### src/rtl/wdog_pkg.sv
package wdog_pkg;
  typedef enum logic [1:0] {
    ST_DOWN = 2'd0,
    ST_POR  = 2'd1,
    ST_RUN  = 2'd2
  } sup_state_e;

  typedef enum logic [1:0] {
    PH_ARMED     = 2'd0,
    PH_FIRST_LOW = 2'd1,
    PH_ESCALATED = 2'd2
  } warn_phase_e;
endpackage

### src/rtl/wdog_clr_filter.sv
module wdog_clr_filter #(
  parameter int SYNC_STAGES = 2,
  parameter int MIN_PULSE   = 4
) (
  input  logic clk_i,
  input  logic rst_ni,
  input  logic clr_ni,
  output logic clr_evt_o
);
  localparam int LW = $clog2(MIN_PULSE + 1);

  logic [SYNC_STAGES-1:0] sync_q;
  logic [LW-1:0]          low_q;
  logic                   clr_s;

  always_ff @(posedge clk_i or negedge rst_ni) begin
    if (!rst_ni) sync_q <= '1;
    else         sync_q <= {sync_q[SYNC_STAGES-2:0], clr_ni};
  end

  assign clr_s = sync_q[SYNC_STAGES-1];

  // saturating low-run counter: one event per low period
  always_ff @(posedge clk_i or negedge rst_ni) begin
    if (!rst_ni)                       low_q <= '0;
    else if (clr_s)                    low_q <= '0;
    else if (low_q != LW'(MIN_PULSE))  low_q <= low_q + 1'b1;
  end

  assign clr_evt_o = !clr_s && (low_q == LW'(MIN_PULSE - 1));
endmodule

### src/rtl/wdog_timer.sv
module wdog_timer #(
  parameter int TIMEOUT_CYCLES = 1000
) (
  input  logic clk_i,
  input  logic rst_ni,
  input  logic restart_i,
  output logic expire_o
);
  localparam int CW = (TIMEOUT_CYCLES > 2) ? $clog2(TIMEOUT_CYCLES) : 1;

  logic [CW-1:0] cnt_q;

  assign expire_o = (cnt_q == CW'(TIMEOUT_CYCLES - 1));

  always_ff @(posedge clk_i or negedge rst_ni) begin
    if (!rst_ni)                    cnt_q <= '0;
    else if (restart_i || expire_o) cnt_q <= '0;
    else                            cnt_q <= cnt_q + 1'b1;
  end
endmodule

### src/rtl/wdog_ctrl.sv
module wdog_ctrl
  import wdog_pkg::*;
(
  input  logic clk_i,
  input  logic rst_ni,
  input  logic supply_ok_i,
  input  logic supply_low_i,
  input  logic clr_evt_i,
  input  logic expire_i,
  output logic restart_o,
  output logic warn_q_o,
  output logic rst_q_o,
  output logic save_q_o
);
  sup_state_e  state_q;
  warn_phase_e phase_q;

  assign restart_o = supply_low_i || (state_q == ST_DOWN) ||
                     ((state_q == ST_RUN) && clr_evt_i);

  always_ff @(posedge clk_i or negedge rst_ni) begin
    if (!rst_ni) begin
      state_q  <= ST_DOWN;
      phase_q  <= PH_ARMED;
      warn_q_o <= 1'b1;
      rst_q_o  <= 1'b0;
      save_q_o <= 1'b0;
    end else if (supply_low_i) begin
      state_q  <= ST_DOWN;
      phase_q  <= PH_ARMED;
      warn_q_o <= 1'b1;
      rst_q_o  <= 1'b0;
      save_q_o <= 1'b0;
    end else begin
      unique case (state_q)
        ST_DOWN: if (supply_ok_i) state_q <= ST_POR;
        ST_POR: if (expire_i) begin
          state_q  <= ST_RUN;
          phase_q  <= PH_ARMED;
          warn_q_o <= 1'b1;
          rst_q_o  <= 1'b1;
          save_q_o <= 1'b1;
        end
        ST_RUN: begin
          if (clr_evt_i) begin
            phase_q  <= PH_ARMED;
            warn_q_o <= 1'b1;
            rst_q_o  <= 1'b1;
          end else if (expire_i) begin
            unique case (phase_q)
              PH_ARMED: begin
                warn_q_o <= 1'b0;
                phase_q  <= PH_FIRST_LOW;
              end
              PH_FIRST_LOW: begin
                warn_q_o <= 1'b1;
                rst_q_o  <= 1'b0;
                phase_q  <= PH_ESCALATED;
              end
              default: warn_q_o <= !warn_q_o;
            endcase
          end
        end
        default: state_q <= ST_DOWN;
      endcase
    end
  end
endmodule

### src/rtl/wdog_supervisor.sv
module wdog_supervisor #(
  parameter int TIMEOUT_CYCLES = 1000,
  parameter int MIN_PULSE      = 4,
  parameter int SYNC_STAGES    = 2
) (
  input  logic clk_i,
  input  logic rst_ni,
  input  logic supply_ok_i,
  input  logic supply_low_i,
  input  logic clr_ni,
  output logic warn_no,
  output logic rst_no,
  output logic save_no
);
  logic clr_evt, expire, restart;
  logic warn_q, rst_q, save_q;

  wdog_clr_filter #(
    .SYNC_STAGES(SYNC_STAGES),
    .MIN_PULSE  (MIN_PULSE)
  ) u_filter (
    .clk_i    (clk_i),
    .rst_ni   (rst_ni),
    .clr_ni   (clr_ni),
    .clr_evt_o(clr_evt)
  );

  wdog_timer #(
    .TIMEOUT_CYCLES(TIMEOUT_CYCLES)
  ) u_timer (
    .clk_i    (clk_i),
    .rst_ni   (rst_ni),
    .restart_i(restart),
    .expire_o (expire)
  );

  wdog_ctrl u_ctrl (
    .clk_i       (clk_i),
    .rst_ni      (rst_ni),
    .supply_ok_i (supply_ok_i),
    .supply_low_i(supply_low_i),
    .clr_evt_i   (clr_evt),
    .expire_i    (expire),
    .restart_o   (restart),
    .warn_q_o    (warn_q),
    .rst_q_o     (rst_q),
    .save_q_o    (save_q)
  );

  // brownout override is combinational
  assign warn_no = warn_q || supply_low_i;
  assign rst_no  = rst_q && !supply_low_i;
  assign save_no = save_q && !supply_low_i;
endmodule

### config.mk
export PLATFORM = sky130hd
export DESIGN_NAME = wdog_supervisor
export DESIGN_NICKNAME = d
export VERILOG_FILES = /design/src/rtl/wdog_pkg.sv /design/src/rtl/wdog_clr_filter.sv /design/src/rtl/wdog_timer.sv /design/src/rtl/wdog_ctrl.sv /design/src/rtl/wdog_supervisor.sv
export SDC_FILE = /design/constraint.sdc
export NUM_CORES = 1
export LEC_CHECK = 0
export BUFFER_PORTS_ARGS = -buffer_cell sky130_fd_sc_hd__buf_2
export CORE_MARGIN = 2
export CORE_UTILIZATION = 55
export CTS_BUF_LIST = sky130_fd_sc_hd__clkbuf_16
export DETAILED_ROUTE_END_ITERATION = 12
export PLACE_DENSITY = 0.81
export SETUP_SLACK_MARGIN = 0.3
export SYNTH_ARGS = -nofsm -noshare
export SYNTH_HDL_FRONTEND = slang
export SYNTH_HIERARCHICAL = 1
export SYNTH_SLANG_ARGS = --single-unit
### constraint.sdc
create_clock -name clk_i -period 3.89 [get_ports clk_i]
set_input_delay 1.167 -clock clk_i [delete_from_list [all_inputs] [get_ports clk_i]]
set_output_delay 1.167 -clock clk_i [all_outputs]
set_load 0.01 [all_outputs]
==> impl_metrics.json <==
{
  "status": "completed",
  "dpl.cell_count": 145,
  "irDropWorstVdd_uv": 348,
  "fp-row-count": 16,
  "yosys-top-cells-area": "dfrtp_1, dfstp_2, ha_1, nor4b_4, nand3_1",
  "seq_area_um2": 554,
  "ys_dominant_reg_cell": "dfrtp_1",
  "ant_nets": 0,
  "syn_inst": 111,
  "cts_made_buffers": 3,
  "hold_viol": 0,
  "yosys_warnings": 6,
  "grt_max_degree": 23,
  "path_max_fanout": 10,
  "final_cells": 149,
  "syn-num-nets": 120,
  "skew_ns": 0.00517,
  "leakage_nw": 0.548,
  "min-delay-start": "u_filter/sync_q[0]",
  "htree_levels": 1,
  "die_area_mm2": 0.00250,
  "start_util_pct": 58.6,
  "ys_seq_area_share_pct": 47.7,
  "drc": 0,
  "antenna_found_initial": 0,
  "grtUsageTotal_pct": 19.1,
  "min_period_ns": 2.88,
  "synthArstFlopShare_pct": 100,
  "die_y_um": 50.0,
  "areaGrowthSynthToFinish_pct": 15.0,
  "drv_cap": 0,
  "placed_area_mm2": 0.00123,
  "via_per_inst": 5.60,
  "drt_iter0_drc": 8,
  "wl_mm": 2.07,
  "worstSkewPairLatency_ns": 0.25,
  "finalWeightedCongestion": 0.742,
  "finalSetupViolCount": 0,
  "p_total_mw": 0.597,
  "yosysTopAreaCell": "dfrtp_1",
  "grt_pass1_wl_mm": 3.70,
  "most-common-layout-cells": "dfrtp_1, inv_1, nor2_1",
  "cts_tree": "done",
  "syn_area_mm2": 0.00116,
  "post_drt_wl_per_cell_um": 13.9,
  "ys_types": 39,
  "core_mm2": 0.00198,
  "clock_sinks": 22,
  "die_w_um": 50.0,
  "multi_input_area_um2": 559,
  "slew_headroom_pct": 53.7,
  "avgSynthCellArea_um2": 10.5,
  "endpoint_kind": "output port",
  "drive_gt1_share_pct": 22.1,
  "io_pins": 8,
  "hold_buffers": 0,
  "power.density_mw_per_mm2": 447,
  "diodes": 0,
  "final_net_count": 132,
  "tightestPinTransition_ns": 0.687,
  "cts_max_path_buffers": 2,
  "max_freq_ghz": 0.347,
  "rsz0062_at_grt": "no",
  "finalCritPeriodShare_pct": 74.1,
  "crit_arrival_ns": 1.71,
  "fin_tns_setup_ns": 0,
  "fin_area_mm2": 0.00134,
  "grt_overflow_total": 0,
  "critPathKind": "primary input to output port",
  "cp-start-kind": "primary input",
  "drt-pass1-iter-count": 4,
  "post_cts_buffers": 0,
  "cts-root-buf": "clkbuf_16",
  "via_count": 835,
  "slew_viol_final": 0,
  "cts_resized": 0,
  "numPortBuffers": 7,
  "cp.required_ns": 2.72,
  "synth_edf_count": 0,
  "synth_top_area_share_pct": 40.9,
  "hp-class": "flop to flop",
  "r2r_start": "u_filter/low_q[0]",
  "final_common_cell": "dfrtp_1",
  "ys_seq_elements": 22,
  "fill_cells": 156,
  "hpwl_mm": 1.40,
  "clkTransAtPathRegs_ns": 0.06,
  "cp-startpoint": "supply_low_i",
  "grt_pass1_vias": 868
}
[worst max-delay path, stage by stage]
cell	delay, ns
buf_2	0.19
and2b_2	0.23
buf_2	0.13
[sequential cells by signal (all words and copies together) (netlist names)]
register and flops:
u_timer/cnt_q 10, u_ctrl/state_q 2, u_ctrl/rst_q_o 1, u_filter/low_q 3
u_ctrl/phase_q 2, u_filter/sync_q 2, u_ctrl/warn_q_o 1, u_ctrl/save_q_o 1
[power breakdown]
part	total (mW)	switching [mW]	internal, mW
Combinational	0.0590	0.0328	0.0262
Sequential	0.256	0.0141	0.241
Clock	0.282	0.0784	0.204
[kinds of logic (layout without fill, tap and decap cells)]
family,after synthesis,count (layout),share of synthesized area [%]
compound gates,24,24,15.8
simple gates,42,42,23.4
fa+ha+maj,4,4,4.31
flops,22,22,47.7
xor+xnor,5,5,3.77
buf+inv,13,24,4.20
mux,1,1,0.861
[metal layers]
metal	part of all wire [%]	vias to the layer above	global-route usage, %
li1	-	412	-
met1	47	411	23.9
met5	0	-	0
met4	0	0	7.41
met2	50	12	32.9
met3	3.1	0	3.03
[synth_stat cells (all sizes together) (2+ instances only)]
master	n
xor2	2
nand3	11
nand2	3
dfstp	3
a21o	2
nand2b	2
a21oi	8
nor2	13
and2b	2
xnor2	3
and3	2
o211ai	3
dfrtp	19
a221oi	2
nor2b	2
o21a	2
inv	13
ha	4
nor4b	2
[area by class of cell]
| type | count | area share (%) |
|---|---|---|
| tap | 27 | 2.53 |
| clock inverter | 1 | 2.25 |
| inverter | 13 | 3.65 |
| sequential | 22 | 41.5 |
| clock buffer | 3 | 5.62 |
| timing repair buffer | 7 | 2.62 |
| multi-input combinational | 76 | 41.9 |
[path summary, 6_finish.rpt]
check                      slack (ns)  depth (start not counted)            endpoint
max                              1.01                          3             save_no
min                              0.36                          0  u_filter/sync_q[1]
max in group asynchronous        2.66                          1     u_ctrl/warn_q_o
min reg2reg                      0.36                          0  u_filter/sync_q[1]
min in group asynchronous        0.87                          1   u_ctrl/state_q[0]
max reg2reg                      1.63                          7    u_timer/cnt_q[6]
[per-stage QoR]
stage	util (%)	hold slack [ns]	setup slack [ns]
global placement	62.1	0.346	1.02
CTS	67.4	0.360	1.00
detailed placement	62.1	0.351	1.01
floorplan	-	0.345	1.31
finish	67.4	0.357	1.01
global route	67.4	0.363	0.960
No activity file was read; power rests on OpenSTA's default activity.
